`src/rtl/dbg_brk_pkg.sv`:
```
package dbg_brk_pkg;

   localparam int REG_STRIDE = 8;
   localparam int OFF_AV     = 0;
   localparam int OFF_AM     = 1;
   localparam int OFF_DV     = 2;
   localparam int OFF_DM     = 3;
   localparam int OFF_CTL    = 4;
   localparam int CTRL_W     = 10;

   localparam logic [1:0] CYC_FETCH = 2'b01;
   localparam logic [1:0] CYC_DATA  = 2'b10;
   localparam logic [1:0] RW_READ   = 2'b01;
   localparam logic [1:0] RW_WRITE  = 2'b10;

   // Control word: en[9] post[8] master[7] ibus[6] size[5:4] rw[3:2] cyc[1:0]
   typedef struct packed {
      logic       en;
      logic       post;
      logic       master;
      logic       ibus;
      logic [1:0] size;
      logic [1:0] rw;
      logic [1:0] cyc;
   } ctrl_t;

   function automatic logic rw_ok(input logic [1:0] q, input logic is_wr);
      case (q)
         RW_READ:  return !is_wr;
         RW_WRITE: return is_wr;
         default:  return 1'b1;
      endcase
   endfunction

   function automatic logic size_ok(input logic [1:0] q, input logic [1:0] bus_sz);
      logic [1:0] code;
      code = bus_sz + 2'd1;
      return (q == 2'b00) || (q == code);
   endfunction

endpackage

```
`src/rtl/dbg_brk_regs.sv`:
```
module dbg_brk_regs
   import dbg_brk_pkg::*;
#(
   parameter int NUM_CH = 2,
   parameter int AW     = 32,
   parameter int DW     = 32,
   parameter int CW     = 32,
   parameter int CFG_AW = 4
) (
   input  logic              clk,
   input  logic              rst_n,
   input  logic              cfg_we,
   input  logic [CFG_AW-1:0] cfg_addr,
   input  logic [CW-1:0]     cfg_wdata,
   output logic [AW-1:0]     addr_val [NUM_CH],
   output logic [AW-1:0]     addr_msk [NUM_CH],
   output logic [DW-1:0]     data_val [NUM_CH],
   output logic [DW-1:0]     data_msk [NUM_CH],
   output ctrl_t             ctrl     [NUM_CH],
   output logic [NUM_CH-1:0] clr
);

   localparam logic [CFG_AW-1:0] STAT_ADDR = '1;

   for (genvar c = 0; c < NUM_CH; c++) begin : g_ch
      localparam int BASE = c * REG_STRIDE;
      logic [AW-1:0] av_q, am_q;
      logic [DW-1:0] dv_q, dm_q;
      ctrl_t         ctl_q;

      always_ff @(posedge clk or negedge rst_n) begin
         if (!rst_n) begin
            av_q  <= '0;
            am_q  <= '0;
            dv_q  <= '0;
            dm_q  <= '0;
            ctl_q <= '0;
         end else if (cfg_we) begin
            if (int'(cfg_addr) == BASE + OFF_AV)  av_q  <= cfg_wdata[AW-1:0];
            if (int'(cfg_addr) == BASE + OFF_AM)  am_q  <= cfg_wdata[AW-1:0];
            if (int'(cfg_addr) == BASE + OFF_DV)  dv_q  <= cfg_wdata[DW-1:0];
            if (int'(cfg_addr) == BASE + OFF_DM)  dm_q  <= cfg_wdata[DW-1:0];
            if (int'(cfg_addr) == BASE + OFF_CTL) ctl_q <= ctrl_t'(cfg_wdata[CTRL_W-1:0]);
         end
      end

      assign addr_val[c] = av_q;
      assign addr_msk[c] = am_q;
      assign data_val[c] = dv_q;
      assign data_msk[c] = dm_q;
      assign ctrl[c]     = ctl_q;
      assign clr[c]      = cfg_we && (cfg_addr == STAT_ADDR) && cfg_wdata[c];
   end

endmodule

```
`src/rtl/dbg_brk_match.sv`:
```
module dbg_brk_match
   import dbg_brk_pkg::*;
#(
   parameter int AW = 32,
   parameter int DW = 32
) (
   input  ctrl_t         ctrl,
   input  logic [AW-1:0] addr_val,
   input  logic [AW-1:0] addr_msk,
   input  logic [DW-1:0] data_val,
   input  logic [DW-1:0] data_msk,
   input  logic          fb_vld,
   input  logic [AW-1:0] fb_addr,
   input  logic          mb_vld,
   input  logic [AW-1:0] mb_addr,
   input  logic [DW-1:0] mb_data,
   input  logic          mb_wr,
   input  logic [1:0]    mb_size,
   input  logic          cb_vld,
   input  logic [AW-1:0] cb_addr,
   input  logic [DW-1:0] cb_data,
   input  logic          cb_wr,
   input  logic [1:0]    cb_size,
   input  logic          db_vld,
   input  logic [AW-1:0] db_addr,
   input  logic [DW-1:0] db_data,
   input  logic          db_wr,
   input  logic [1:0]    db_size,
   output logic          fetch_hit,
   output logic          data_hit
);

   logic          s_vld, s_wr;
   logic [AW-1:0] s_addr;
   logic [DW-1:0] s_data;
   logic [1:0]    s_size;

   // Data-access source: CPU-side memory bus, or internal bus by master
   always_comb begin
      if (!ctrl.ibus) begin
         s_vld = mb_vld; s_addr = mb_addr; s_data = mb_data; s_wr = mb_wr; s_size = mb_size;
      end else if (ctrl.master) begin
         s_vld = db_vld; s_addr = db_addr; s_data = db_data; s_wr = db_wr; s_size = db_size;
      end else begin
         s_vld = cb_vld; s_addr = cb_addr; s_data = cb_data; s_wr = cb_wr; s_size = cb_size;
      end
   end

   logic want_fetch, want_data, f_aeq, s_aeq, s_deq;

   assign want_fetch = (ctrl.cyc != CYC_DATA) && !ctrl.ibus;
   assign want_data  = (ctrl.cyc != CYC_FETCH);
   assign f_aeq = ((fb_addr ^ addr_val) & ~addr_msk) == '0;
   assign s_aeq = ((s_addr  ^ addr_val) & ~addr_msk) == '0;
   assign s_deq = ((s_data  ^ data_val) & ~data_msk) == '0;

   assign fetch_hit = ctrl.en && want_fetch && fb_vld && f_aeq && rw_ok(ctrl.rw, 1'b0);
   assign data_hit  = ctrl.en && want_data && s_vld && s_aeq && s_deq
                      && rw_ok(ctrl.rw, s_wr) && size_ok(ctrl.size, s_size);

endmodule

```
`src/rtl/dbg_brk_chan.sv`:
```
module dbg_brk_chan #(
   parameter int AW = 32
) (
   input  logic          clk,
   input  logic          rst_n,
   input  logic          fetch_hit,
   input  logic          data_hit,
   input  logic          post_cfg,
   input  logic [AW-1:0] fb_addr,
   input  logic          ret_vld,
   input  logic [AW-1:0] ret_addr,
   input  logic          clr,
   output logic          flag,
   output logic          post_flag
);

   logic          pend_q, flag_q, post_q;
   logic [AW-1:0] paddr_q;
   logic          imm, ret_hit, set;

   assign imm     = data_hit || (fetch_hit && !post_cfg);
   assign ret_hit = pend_q && ret_vld && (ret_addr == paddr_q);
   assign set     = imm || ret_hit;

   always_ff @(posedge clk or negedge rst_n) begin
      if (!rst_n) begin
         pend_q  <= 1'b0;
         paddr_q <= '0;
         flag_q  <= 1'b0;
         post_q  <= 1'b0;
      end else begin
         if (fetch_hit && post_cfg) begin
            pend_q  <= 1'b1;
            paddr_q <= fb_addr;
         end else if (ret_hit) begin
            pend_q  <= 1'b0;
         end
         if (set)      flag_q <= 1'b1;
         else if (clr) flag_q <= 1'b0;
         if (set && (!flag_q || clr)) post_q <= !imm;
         else if (clr)                post_q <= 1'b0;
      end
   end

   assign flag      = flag_q;
   assign post_flag = post_q;

   // a raised request holds until cleared
   a_r10_sticky: assert property (@(posedge clk) disable iff (!rst_n)
      flag_q && !clr |=> flag_q) else $error("a_r10_sticky");
   // a clear with no concurrent match drops the request
   a_r10_clear: assert property (@(posedge clk) disable iff (!rst_n)
      clr && !imm && !ret_hit |=> !flag_q) else $error("a_r10_clear");
   // a post-execution request needs a retire in the previous cycle
   a_r9_needs_retire: assert property (@(posedge clk) disable iff (!rst_n)
      $rose(flag_q) && post_q |-> $past(ret_vld)) else $error("a_r9_needs_retire");
   // an immediate request comes from a match in the previous cycle
   a_r8_immediate: assert property (@(posedge clk) disable iff (!rst_n)
      $rose(flag_q) && !post_q |-> $past(fetch_hit || data_hit)) else $error("a_r8_immediate");

endmodule

```
`src/rtl/dbg_brk_unit.sv`:
```
module dbg_brk_unit
   import dbg_brk_pkg::*;
#(
   parameter  int NUM_CH = 2,
   parameter  int AW     = 32,
   parameter  int DW     = 32,
   localparam int CW     = (AW > DW) ? AW : DW,
   localparam int CFG_AW = $clog2(NUM_CH * REG_STRIDE)
) (
   input  logic              clk,
   input  logic              rst_n,
   input  logic              cfg_we,
   input  logic [CFG_AW-1:0] cfg_addr,
   input  logic [CW-1:0]     cfg_wdata,
   input  logic              fb_vld,
   input  logic [AW-1:0]     fb_addr,
   input  logic              mb_vld,
   input  logic [AW-1:0]     mb_addr,
   input  logic [DW-1:0]     mb_data,
   input  logic              mb_wr,
   input  logic [1:0]        mb_size,
   input  logic              cb_vld,
   input  logic [AW-1:0]     cb_addr,
   input  logic [DW-1:0]     cb_data,
   input  logic              cb_wr,
   input  logic [1:0]        cb_size,
   input  logic              db_vld,
   input  logic [AW-1:0]     db_addr,
   input  logic [DW-1:0]     db_data,
   input  logic              db_wr,
   input  logic [1:0]        db_size,
   input  logic              ret_vld,
   input  logic [AW-1:0]     ret_addr,
   output logic [NUM_CH-1:0] brk_req,
   output logic [NUM_CH-1:0] brk_post,
   output logic              trig_o
);

   initial begin
      assert (NUM_CH >= 1 && NUM_CH <= 4) else $fatal(1, "NUM_CH must be 1..4");
      assert (AW >= 8 && DW >= 8) else $fatal(1, "AW and DW must be at least 8");
      assert (CW >= CTRL_W) else $fatal(1, "config word narrower than control word");
   end

   logic [AW-1:0]     addr_val [NUM_CH];
   logic [AW-1:0]     addr_msk [NUM_CH];
   logic [DW-1:0]     data_val [NUM_CH];
   logic [DW-1:0]     data_msk [NUM_CH];
   ctrl_t             ctrl     [NUM_CH];
   logic [NUM_CH-1:0] clr, f_hit, d_hit;

   dbg_brk_regs #(.NUM_CH(NUM_CH), .AW(AW), .DW(DW), .CW(CW), .CFG_AW(CFG_AW)) u_regs (
      .clk, .rst_n, .cfg_we, .cfg_addr, .cfg_wdata,
      .addr_val, .addr_msk, .data_val, .data_msk, .ctrl, .clr
   );

   for (genvar c = 0; c < NUM_CH; c++) begin : g_ch
      dbg_brk_match #(.AW(AW), .DW(DW)) u_match (
         .ctrl(ctrl[c]), .addr_val(addr_val[c]), .addr_msk(addr_msk[c]),
         .data_val(data_val[c]), .data_msk(data_msk[c]),
         .fb_vld, .fb_addr,
         .mb_vld, .mb_addr, .mb_data, .mb_wr, .mb_size,
         .cb_vld, .cb_addr, .cb_data, .cb_wr, .cb_size,
         .db_vld, .db_addr, .db_data, .db_wr, .db_size,
         .fetch_hit(f_hit[c]), .data_hit(d_hit[c])
      );
      dbg_brk_chan #(.AW(AW)) u_chan (
         .clk, .rst_n,
         .fetch_hit(f_hit[c]), .data_hit(d_hit[c]), .post_cfg(ctrl[c].post),
         .fb_addr, .ret_vld, .ret_addr, .clr(clr[c]),
         .flag(brk_req[c]), .post_flag(brk_post[c])
      );
   end

   logic any_hit, trig_q;
   assign any_hit = |(f_hit | d_hit);

   always_ff @(posedge clk or negedge rst_n) begin
      if (!rst_n) trig_q <= 1'b0;
      else        trig_q <= any_hit;
   end
   assign trig_o = trig_q;

   // the trigger follows a matching access by exactly one cycle
   a_r11_trig_after_hit: assert property (@(posedge clk) disable iff (!rst_n)
      trig_o |-> $past(any_hit)) else $error("a_r11_trig_after_hit");
   // a disabled channel never produces a hit
   a_r13_disabled_quiet: assert property (@(posedge clk) disable iff (!rst_n)
      !ctrl[0].en |-> !f_hit[0] && !d_hit[0]) else $error("a_r13_disabled_quiet");

endmodule

```
`config.mk`:
```
export PLATFORM = sky130hd
export DESIGN_NAME = dbg_brk_unit
export DESIGN_NICKNAME = d
export VERILOG_FILES = /design/src/rtl/dbg_brk_pkg.sv /design/src/rtl/dbg_brk_regs.sv /design/src/rtl/dbg_brk_match.sv /design/src/rtl/dbg_brk_chan.sv /design/src/rtl/dbg_brk_unit.sv
export SDC_FILE = /design/constraint.sdc
export NUM_CORES = 1
export LEC_CHECK = 0
export BUFFER_PORTS_ARGS = -buffer_cell sky130_fd_sc_hd__buf_2
export CAP_MARGIN = 25
export CELL_PAD_IN_SITES_DETAIL_PLACEMENT = 1
export CELL_PAD_IN_SITES_GLOBAL_PLACEMENT = 2
export CORE_ASPECT_RATIO = 0.75
export CORE_UTILIZATION = 35
export DETAILED_ROUTE_END_ITERATION = 6
export GPL_ROUTABILITY_DRIVEN = 0
export PLACE_DENSITY_LB_ADDON = 0.1
export SETUP_SLACK_MARGIN = 0.2
export SYNTH_ARGS = -nofsm -noshare
export SYNTH_HDL_FRONTEND = slang
export SYNTH_HIERARCHICAL = 1
export SYNTH_SLANG_ARGS = --single-unit
```
`constraint.sdc`:
```
create_clock -name clk -period 3 [get_ports clk]
set_input_delay 0.3 -clock clk [delete_from_list [all_inputs] [get_ports clk]]
set_output_delay 0.3 -clock clk [all_outputs]
set_load 0.005 [all_outputs]
```
==> results of run 1 <==
-- cells by family after synthesis --
| kind of cell | after synthesis |
|---|---|
| DFF | 347 |
| AOI/OAI and AO/OA | 218 |
| xor gates and xnor gates | 344 |
| and+or+nand+nor | 225 |
| muxes | 480 |
| buffers and inverters | 105 |
| adders and majority gates | 4 |
-- critical path, cell delays in order, from the launching register on --
cell and delay (ns):
dfrtp_4 0.51, buf_4 0.19, buf_16 0.17, mux2i_1 0.19, xnor2_1 0.10, a32oi_1 0.25
nand4_1 0.19, or4_4 0.51, or4_4 0.52, nor4_4 0.25, a21oi_2 0.07, o21ai_1 0.14
o21ai_1 0.07
-- per-layer routing --
layer  track usage, %  routed length (um)  vias to the layer above
li1                 -                   -                     7194
met1             40.1               39400                     8341
met2             44.7               38200                      461
met3             7.19                6030                      111
met4             8.71                2340                        2
met5                0                  13                        -
-- metrics by stage --
stage	setup TNS [ns]	power, mW	std cells	setup WS (ns)
2_1_floorplan	0	9.78	1723	0.0502
3_3_place_gp	-2.35	12.6	2891	-0.566
3_5_place_dp	-2.96	12.7	2891	-0.734
4_1_cts	-1.11	18.0	2972	-0.285
5_1_grt	-1.77	18.9	2986	-0.441
6_report	-1.23	18.1	2988	-0.302
-- how the worst max path moves through the flow --
stage | to | slack [ns] | cells past startpoint
after detailed placement | g_ch[0].u_chan/post_flag | -0.73 | 11
after floorplan | g_ch[0].u_chan/post_flag | 0.05 | 12
after global placement | g_ch[0].u_chan/post_flag | -0.57 | 11
final | g_ch[1].u_chan/post_flag | -0.30 | 12
after global routing | g_ch[1].u_chan/post_flag | -0.44 | 12
after CTS | g_ch[0].u_chan/post_flag | -0.28 | 11
-- state kept, by name, summed over array words and instances, names as in the netlist --
name,count
g_ch.u_chan/flag,2
g_ch.u_chan/paddr_q,64
g_ch.u_chan/pend_q,2
g_ch.u_chan/post_flag,2
trig_o,1
u_regs/ctrl,20
u_regs/g_ch.am_q,64
u_regs/g_ch.av_q,64
u_regs/g_ch.dm_q,64
u_regs/g_ch.dv_q,64
-- synth_stat cells (12+ instances only) --
| cell | instances | area (um2) |
|---|---|---|
| nor3b_1 | 18 | 135 |
| clkbuf_1 | 12 | 45.0 |
| a21oi_1 | 36 | 180 |
| buf_2 | 40 | 200 |
| xnor2_1 | 244 | 2140 |
| xor2_1 | 100 | 876 |
| mux2_2 | 313 | 3520 |
| mux2i_1 | 136 | 1360 |
| o21ai_0 | 30 | 150 |
| nor4_1 | 12 | 75.1 |
| inv_1 | 30 | 113 |
| nor3_1 | 30 | 150 |
| nand4_1 | 20 | 125 |
| a32oi_1 | 16 | 140 |
| o22ai_1 | 84 | 526 |
| nor2_1 | 85 | 319 |
| dfrtp_1 | 347 | 8680 |
| mux2_4 | 30 | 450 |
-- cell usage in the layout (no fill, tap or decap), drive strengths merged, types with 5 or more instances in the layout --
cell type  synthesis  routed
nand3              5       5
o32ai              6       6
or4                9       9
mux2             344     344
xnor2            244     244
a21oi             36      36
nand4             20      20
nor2              85      85
buf               62     490
o21ai             30      30
nor4              14      14
o221ai             6       6
nor2b              7       7
nor3              31      31
clkbuf            13      59
clkinv             0       8
o22ai             84      84
mux2i            136     136
dfrtp            347     347
inv               30      32
nand2             10      10
xor2             100     100
a32oi             16      16
nor3b             21      21
or3                5       5
-- final cells by class --
cell class | instances | area (um2)
Timing Repair Buffer | 494 | 3280
Tap cell | 770 | 963
Antenna cell | 4 | 10.0
Clock buffer | 57 | 1170
Fill cell | 6132 | 30800
Sequential cell | 347 | 8700
Inverter | 30 | 115
Clock inverter | 15 | 163
Multi-Input combinational cell | 1271 | 11400
-- report_power, final --
group	switching, mW	leakage [nW]	internal, mW
Clock	2.10	0.655	2.97
Combinational	3.28	6.62	3.16
Sequential	1.01	4.37	5.56
Total	6.39	11.6	11.7
-- timing repair --
action / 4_1_cts / 5_1_grt
pin swaps: 6 / 12
resized for setup: 21 / 68
cloned: 1 / 3
hold endpoints to repair: 40 / 0
hold buffers: 1 / 0
endpoints found under the setup margin: 5 / 69
buffers inserted: 7 / 9
==> out/results.tsv, run 1 <==
stage	metric	value	unit
min_path	worst hold endpoint	g_ch[0].u_chan/paddr_q[26]	
cts	clock buffer depth	3	
sta	Final Critical Period	3.30	ns
logic_synthesis	largest family of logic cells by synthesized area	multiplexers	
placed_design	hpwl dp	66.7	mm
global_route	largest net degree at the start of global routing	96	
logic_synthesis	area share of fa/ha/maj cells after synthesis	0.247	%
logic_synthesis	YS warnings	6	
min_path	Hold Path Stages	2	
sta	final worst-path setup slack	-0.302	ns
die	Top Ports	314	
sta	slew of the pin with the lowest slew margin	0.891	ns
setup_path	Worst EP required	3.44	ns
logic_synthesis	register area share after synthesis	42.8	%
sta	Hold Vio Cnt, Final	0	
detailed_routing	Routed Antenna Nets	0	
logic_synthesis	top_reg_cell synth	dfrtp_1	
setup_path	crit-path max FO	15	
setup_path	crit path DAT	3.75	ns
detailed_routing	Vias per Instance	5.39	
power	Worst VDD drop	0.383	mV
logic_synthesis	synthesized flop and latch total	347	
cts	Num CTS Buffers	41	
finish	design area	25800	um2
sta	WHS	0.0681	ns
min_path	Hold Crit Class	in2reg	
sta	FMAX	0.303	GHz
finish	layout cells sized above 1	42.7	%
die	chip height	210	um
setup_path	Worst Setup Path Type	reg2reg	
setup_path	FF-to-FF setup slack	-0.30	ns
die	FP Rows	75	
setup_path	Reg2Reg Depth	12	
logic_synthesis	Yosys cell types	55	
die	Initial Util	35.8	%
cts	clock slew at reported path FFs	0.06	ns
sta	max_slew headroom	40.6	%
setup_path	CP Launch Type	register	
detailed_routing	Post-route DRC	0	
finish	fin util	45.6	%
detailed_routing	Vias	16100	
sta	RSZ-0062 raised after global routing	true	
global_route	vias in the first global route	17400	
placed_design	placed inst area	23900	um2
die	Horiz. Die Dim	280	um
setup_path	crit end category	register	
logic_synthesis	Post-Synth Simple-Gate Area	6.08	%
die	Die ar.	58900	um2
sta	Slew Viols, Final	0	
logic_synthesis	XOR/XNOR share of the synthesized area	14.9	%
logic_synthesis	multiplexer share of the synthesized area	26.4	%
global_route	initial antenna violation count	11	
run_status	failing checks	setup timing	
die	core area	56600	um2
setup_path	beginning of the critical path	u_regs/ctrl[7]	
sta	final period utilization	110	%
setup_path	reg2reg end	g_ch[1].u_chan/post_flag	
cts	clk_lat worst skew	0.56	ns
global_route	first-pass GRT wire length	122	mm
cts	H-tree Lvls	2	
power	Leak Pwr	11.6	nW
finish	Area growth syn-to-layout	27.4	%
logic_synthesis	ys async rst share	100	%
run	maxcap violations	0	
setup_path	R2R Path Start	u_regs/ctrl[7]	
global_route	gr ovfl total	0	
sta	Final setup violation count	5	
logic_synthesis	mapped cell area	20300	um2
detailed_routing	initial drt markers	1132	
logic_synthesis	Syn Inst Count	1723	
cts	Clock Tree Root	clkbuf_16	
logic_synthesis	Avg Cell Area, Syn	11.8	um2
detailed_routing	Pre-Repair DR Iteration Count	5	
placed_design	I/O Buffers	313	
sta	Final Skew	0.0191	ns
run_status	outcome	finished with violations	
logic_synthesis	Syn Nets	2036	
cts	TritonCTS clock tree	done	
min_path	hold path startpoint	fb_addr[26]	
logic_synthesis	number of synthesized flops with an enable pin	0	
global_route	GRT Total Usage	29.0	%
detailed_routing	routed wire length	86.1	mm
logic_synthesis	Compound-Gate Fraction of Synth Area	7.06	%
cts	clk sinks	347	
finish	net count reported at finish	2498	
power	Power Density	700	nW/um2
detailed_routing	wire per inst	28.8	um
Note: power is estimated with default switching activity, not from simulation.
==> inputs of run 2 (changes only) <==
- ABC_AREA: unset -> 1
- BUFFER_PORTS_ARGS: -buffer_cell sky130_fd_sc_hd__buf_2 -> unset
- CORE_UTILIZATION: 35 -> 32
- DONT_BUFFER_PORTS: unset -> 1
- SYNTH_HIERARCHICAL: 1 -> unset
==> out/results.tsv, run 2 <==
stage	metric	value	unit	change
run_status	outcome	finished with violations		
run_status	failing checks	hold timing		
cts	CTS Hold Bufs	43		+42
sta	setup total negative slack	0	ns	+1.23 ns
detailed_routing	routed wire length	97.1	mm	+13%
detailed_routing	Vias	21100		+31%
logic_synthesis	synth top area cells	dfrtp_1 42%, nand2_1 21%, o21ai_0 10%, nand3_1 8.7%, inv_1 6.9%		
finish	net count reported at finish	3419		+37%
logic_synthesis	top_reg_cell synth	dfrtp_1		
global_route	gr ovfl total	0		unchanged
sta	final period utilization	88.7	%	-21 points
finish	layout cells sized above 1	4.52	%	-38 points
detailed_routing	Post-Route M1 WL	44.5	mm	+13%
logic_synthesis	Syn Nets	3416		+68%
sta	slew of the pin with the lowest slew margin	1.16	ns	+0.269 ns
logic_synthesis	post-synth top area share	41.6	%	-1.2 points
setup_path	Worst setup endpoint	trig_o		
setup_path	CP max stage cell	dfrtp_4		
sta	max_slew headroom	22.7	%	-18 points
detailed_routing	met2 wire length	42.3	mm	+11%
power	Power Total	16.7	mW	-7.6%
logic_synthesis	YS warnings	0		-6
die	chip height	223	um	+6.0%
setup_path	crit path DAT	3.15	ns	-0.60 ns
cts	clk_lat worst skew	0.58	ns	+0.02 ns
sta	Hold Vio Cnt, Final	347		+347
logic_synthesis	synthesized flop and latch total	347		unchanged
setup_path	beginning of the critical path	u_regs.ctrl[17]		
cts	Num CTS Buffers	43		+4.9%
detailed_routing	met3 routed WL	7.02	mm	+16%
logic_synthesis	Syn Inst Count	3103		+80%
die	Horiz. Die Dim	297	um	+6.1%
placed_design	I/O Buffers	0		-100%
logic_synthesis	ys async rst share	100	%	unchanged
global_route	first-pass GRT wire length	144	mm	+18%
power	Power Density	701	nW/um2	about the same
logic_synthesis	multiplexer share of the synthesized area	0	%	-26 points
setup_path	CP max stage delay	0.51	ns	about the same
detailed_routing	Pre-Repair DR Iteration Count	5		unchanged
sta	Final setup violation count	0		-5
logic_synthesis	most frequent cell after synthesis	nand2_1		
logic_synthesis	Post-Synth Simple-Gate Area	33.1	%	+27 points
sta	RSZ-0062 raised after global routing	false		
global_route	largest net degree at the start of global routing	348		+260%
detailed_routing	initial drt markers	1323		+17%
setup_path	reg2reg end	trig_o		
logic_synthesis	number of synthesized flops with an enable pin	0		unchanged
setup_path	crit end category	register		
detailed_routing	Post-route DRC	0		unchanged
placed_design	hpwl dp	71.9	mm	+7.8%
cts	clk sinks	347		unchanged
logic_synthesis	Compound-Gate Fraction of Synth Area	13.6	%	+6.6 points
power	Worst VDD drop	0.374	mV	-2.5%
setup_path	Worst EP required	3.49	ns	+0.05 ns
sta	Slew Viols, Final	0		unchanged
logic_synthesis	leading area contributor after synthesis	dfrtp_1		
cts	clock slew at reported path FFs	0.06	ns	about the same
finish	most frequent cells in the layout	1148 x nand2_1, 432 x o21ai_0, 381 x inv_1		
setup_path	Worst Setup Path Type	reg2reg		
die	FP Rows	80		+6.7%
detailed_routing	DR top layer	met5		
sta	Final Skew	0.0191	ns	+0.0000420 ns
setup_path	FF-to-FF setup slack	0.34	ns	+0.64 ns
sta	WHS	-0.576	ns	-0.645 ns
min_path	Hold Crit Class	in2async		
cts	H-tree Lvls	2		unchanged
setup_path	crit-path max FO	26		+11
run	maxcap violations	0		unchanged
finish	Area growth syn-to-layout	14.3	%	
logic_synthesis	register area share after synthesis	41.6	%	-1.2 points
die	Die ar.	66300	um2	+12%
detailed_routing	Routed Antenna Nets	0		unchanged
logic_synthesis	Yosys cell types	34		-38%
power	Leak Pwr	11.8	nW	+1.1%
logic_synthesis	largest family of logic cells by synthesized area	simple AND/OR/NAND/NOR gates		
logic_synthesis	Avg Cell Area, Syn	6.73	um2	-43%
setup_path	CP Launch Type	register		
cts	postcts setup bufs	0		-7
setup_path	Crit path top cell by count	nand3_1		
cts	clock buffer depth	3		unchanged
setup_path	crit-path cells	inv_4 -> buf_12 -> nand2_1 -> nand3_1 -> nand3_1 -> nand3_1 -> o21ai_1 -> nor2_1 -> nand2_1 -> nor2_1 -> nand3_1 -> nor2_2 -> nor2_1 -> o21ai_1		
sta	FMAX	0.376	GHz	+24%
logic_synthesis	area share of fa/ha/maj cells after synthesis	0.240	%	-0.0070 points
die	Initial Util	32.6	%	-3.3 points
global_route	initial antenna violation count	8		-3
cts	Clock Tree Root	clkbuf_16		
sta	Final Critical Period	2.66	ns	-0.641 ns
setup_path	R2R Path Start	u_regs.ctrl[17]		
global_route	vias in the first global route	21600		+24%
logic_synthesis	XOR/XNOR share of the synthesized area	1.26	%	-14 points
cts	TritonCTS clock tree	done		
global_route	GRT Total Usage	29.3	%	+0.27 points
detailed_routing	wire per inst	24.2	um	-16%
logic_synthesis	mapped cell area	20900	um2	+2.9%
die	core area	64100	um2	+13%
finish	most common cell after layout, fill and taps aside	nand2_1		
die	Top Ports	314		unchanged
logic_synthesis	most instantiated cells after synthesis	1148 x nand2_1, 432 x o21ai_0, 381 x inv_1		
detailed_routing	Vias per Instance	5.26		-2.4%
setup_path	Reg2Reg Depth	14		+2
-- run 2: kinds of logic after synthesis --
family                   Yosys count
AO/OA/AOI/OAI                    542
AND/OR/NAND/NOR                 1658
buffers and inverters            522
XOR/XNOR                          30
adder cells (fa/ha/maj)            4
flip-flops                       347
-- run 2: cell type report --
type,count,area (um2)
diodes,6,15.0
clock buffers,67,1330
clock inverters,12,144
fillers,8119,40200
inverters,385,1450
multi-input cells,2234,10100
flip-flops and latches,347,8700
well taps,861,1080
repair buffers,95,1030
-- run 2: timing repair --
item                                    CTS  global route
endpoints found under the hold margin   566           347
endpoints found under the setup margin    0             3
resized for setup                         0             1
-- run 2: per-layer routing --
layer / vias to the layer above / GRT usage, %
met1: 10500 / 40.3
met5: - / 0
met2: 528 / 45.1
met3: 126 / 6.76
li1: 9961 / -
met4: 6 / 10.2
-- run 2: where the power goes --
group / internal [mW] / total (mW) / switching [mW]
Clock: 3.30 / 5.57 / 2.27
Combinational: 1.60 / 5.10 / 3.50
Sequential: 5.51 / 6.05 / 0.537
-- run 2: worst min path at each step --
stage | start | to | cells past startpoint
final | rst_n | u_regs.g_ch[1].dm_q[7] | 0
after global routing | rst_n | u_regs.g_ch[1].dm_q[15] | 0
after CTS | rst_n | u_regs.g_ch[1].dm_q[15] | 0
after detailed placement | rst_n | u_regs.g_ch[1].dm_q[15] | 0
after global placement | rst_n | u_regs.g_ch[1].dm_q[15] | 0
after floorplan | rst_n | g_ch[0].u_chan.flag | 0
-- run 2: through the flow --
stage	area (um2)	hold slack, ns	utilization, %	instances	worst slack (ns)
3_5_place_dp	21900	0.0281	34.2	3879	0.335
3_3_place_gp	21900	0.0278	34.2	3879	0.396
2_1_floorplan	20900	0.00441	-	3103	1.28
4_1_cts	23800	-0.592	37.2	4001	0.313
6_report	23900	-0.576	37.2	4007	0.339
5_1_grt	23900	-0.597	37.2	4007	0.211
-- run 2: worst max-delay path: cells and delay by family (launching register included) --
kind | cells | cell delay [ns]
and+or+nand+nor | 10 | 1.28
buffers and inverters | 2 | 0.54
AOI/OAI and AO/OA | 2 | 0.23
DFF | 1 | 0.51
==> inputs of run 3 (changes only) <==
- PLACE_DENSITY: unset -> 0.84
- PLACE_DENSITY_LB_ADDON: 0.1 -> unset
==> out/results.tsv, run 3 (synthesized netlist as in run 2, its figures left out) <==
stage	metric	value	unit	change
run_status	outcome	finished with violations		
run_status	failing checks	hold timing		
sta	final period utilization	87.2	%	-1.6 points
finish	Area growth syn-to-layout	12.6	%	
sta	Final setup violation count	0		unchanged
power	Combinational Power Share	31.1	%	+0.6 points
global_route	met1 Use GR	38.9	%	-1.3 points
cts	clk sinks	347		unchanged
sta	Slew Viols, Final	0		unchanged
power	Leak Pwr	11.6	nW	-1.6%
sta	max_slew headroom	43.4	%	+21 points
cts	clock buffer depth	3		unchanged
sta	setup total negative slack	0	ns	unchanged
cts	Clock Tree Root	clkbuf_16		
die	Die ar.	66300	um2	unchanged
sta	FMAX	0.382	GHz	+1.8%
finish	net count reported at finish	3399		-0.58%
global_route	GRT Total Usage	28.9	%	-0.36 points
sta	slew of the pin with the lowest slew margin	0.840	ns	-0.320 ns
placed_design	worst slack, placed	0.419	ns	+0.0834 ns
finish	layout cells sized above 1	3.85	%	-0.67 points
global_route	first-pass GRT wire length	143	mm	-0.14%
setup_path	crit end category	register		
setup_path	crit-path max FO	65		+150%
detailed_routing	initial drt markers	1971		+49%
die	chip height	223	um	unchanged
power	Clk network pwr share	31.3	%	-2.0 points
cts	Num CTS Buffers	41		-4.7%
detailed_routing	Pre-Repair DR Iteration Count	5		unchanged
power	Sw Share	38.4	%	+0.69 points
detailed_routing	Post-route DRC	0		unchanged
sta	Final Critical Period	2.61	ns	-0.0466 ns
setup_path	crit path DAT	3.02	ns	-0.13 ns
cts	post-cts sizing count	0		unchanged
die	Horiz. Die Dim	297	um	unchanged
run	maxcap violations	0		unchanged
die	Initial Util	32.6	%	unchanged
sta	final worst-path setup slack	0.385	ns	+0.0466 ns
cts	clk_lat worst skew	0.58	ns	about the same
finish	most frequent cells in the layout	1148 x nand2_1, 432 x o21ai_0, 381 x inv_1		
cts	clock slew at reported path FFs	0.06	ns	about the same
finish	non-filler cells, final	3987		-0.50%
placed_design	hpwl dp	71.4	mm	-0.68%
placed_design	I/O Buffers	0		unchanged
sta	Hold Vio Cnt, Final	347		unchanged
global_route	GR Layer Usage met2	45.4	%	+0.35 points
die	Top Ports	314		unchanged
finish	fin util	36.7	%	-0.55 points
cts	TritonCTS clock tree	done		
sta	Final Skew	0.0184	ns	-0.000728 ns
detailed_routing	Vias per Instance	5.39		+2.5%
cts	H-tree Lvls	2		unchanged
detailed_routing	wire per inst	24.2	um	about the same
global_route	GR Util met3	7.10	%	+0.34 points
power	Seq pwr share	37.5	%	+1.3 points
global_route	initial antenna violation count	10		+2
cts	postcts setup bufs	0		unchanged
sta	RSZ-0062 raised after global routing	false		
detailed_routing	routed wire length	96.6	mm	-0.48%
cts	CTS Hold Bufs	39		-9.3%
finish	most common cell after layout, fill and taps aside	nand2_1		
sta	WHS	-0.571	ns	+0.00501 ns
placed_design	Inst Count DP	3865		-0.36%
power	cell internal pwr	9.96	mW	-4.4%
detailed_routing	Routed Antenna Nets	0		unchanged
setup_path	Worst Setup Path Type	reg2reg		
min_path	Hold Crit Class	in2async		
global_route	most used routing layer	met2		
die	FP Rows	80		unchanged
power	Worst VDD drop	0.362	mV	-3.1%
power	Psw	6.21	mW	-1.5%
power	Power Density	688	nW/um2	-1.8%
global_route	vias in the first global route	22000		+2.0%
setup_path	Worst EP required	3.41	ns	-0.08 ns
die	core area	64100	um2	unchanged
global_route	gr ovfl total	0		unchanged
detailed_routing	Vias	21500		+1.9%
global_route	largest net degree at the start of global routing	348		unchanged
setup_path	CP Launch Type	register		
==> run 3: changes by cell type in the layout (fill, tap and decap cells not counted), sizes merged <==
cell and change:
buf -14, bufinv -2, clkbuf -3, diode +4, dlygate4sd3 -4, inv -1
==> run 3: layout make-up <==
type | instances | area (um2)
timing repair buffer | 77 | 838
antenna | 10 | 25.0
clock buffer | 64 | 1230
tap | 861 | 1080
multi-input combinational | 2234 | 10100
sequential | 347 | 8700
fill | 8197 | 40600
clock inverter | 9 | 75.1
inverter | 385 | 1450
==> run 3: worst max-delay path: stages, from the launching register on <==
cell	delay, ns
dfrtp_1	0.36
inv_1	0.07
o21ai_0	0.65
nand2_1	0.14
nor2_1	0.17
nand2_1	0.12
nor2_1	0.15
nand4_1	0.15
buf_4	0.36
nand2_1	0.16
o21ai_0	0.10
==> run 3: metrics by stage <==
step                instance area (um2)  power, mW
global placement                  21800       10.7
floorplan                         20900       9.13
detailed placement                21800       11.0
finish                            23500       16.2
global route                      23500       17.0
CTS                               23500       16.2
==> run 3: routing by layer <==
metal  wire, um  part of all wire [%]
met1      42200                    44
met2      43000                    45
met3       7880                   8.2
met4       3450                   3.6
met5         53                 0.055
==> run 3: worst paths after layout <==
| path | startpoint | endpoint | slack (ns) | cells after the start |
|---|---|---|---|---|
| max in group asynchronous | rst_n | u_regs.ctrl[6] | 2.84 | 0 |
| hold / removal | rst_n | u_regs.g_ch[1].av_q[5] | -0.57 | 0 |
| setup / recovery | u_regs.g_ch[0].av_q[25] | g_ch[0].u_chan.paddr_q[11] | 0.39 | 10 |
| hold reg to reg | u_regs.g_ch[0].dm_q[25] | u_regs.g_ch[0].dm_q[25] | 0.48 | 2 |
| setup reg to reg | u_regs.g_ch[0].av_q[25] | g_ch[0].u_chan.paddr_q[11] | 0.39 | 10 |
| min in group clk | fb_addr[24] | g_ch[1].u_chan.paddr_q[24] | 0.03 | 2 |
==> run 3: power groups by stage <==
stage	clock network, mW	logic (mW)	registers, mW
floorplan	0	3.20	5.93
global placement	0	4.66	6.07
detailed placement	0	4.84	6.13
CTS	5.14	4.96	6.06
global route	5.31	5.56	6.17
finish	5.07	5.03	6.07
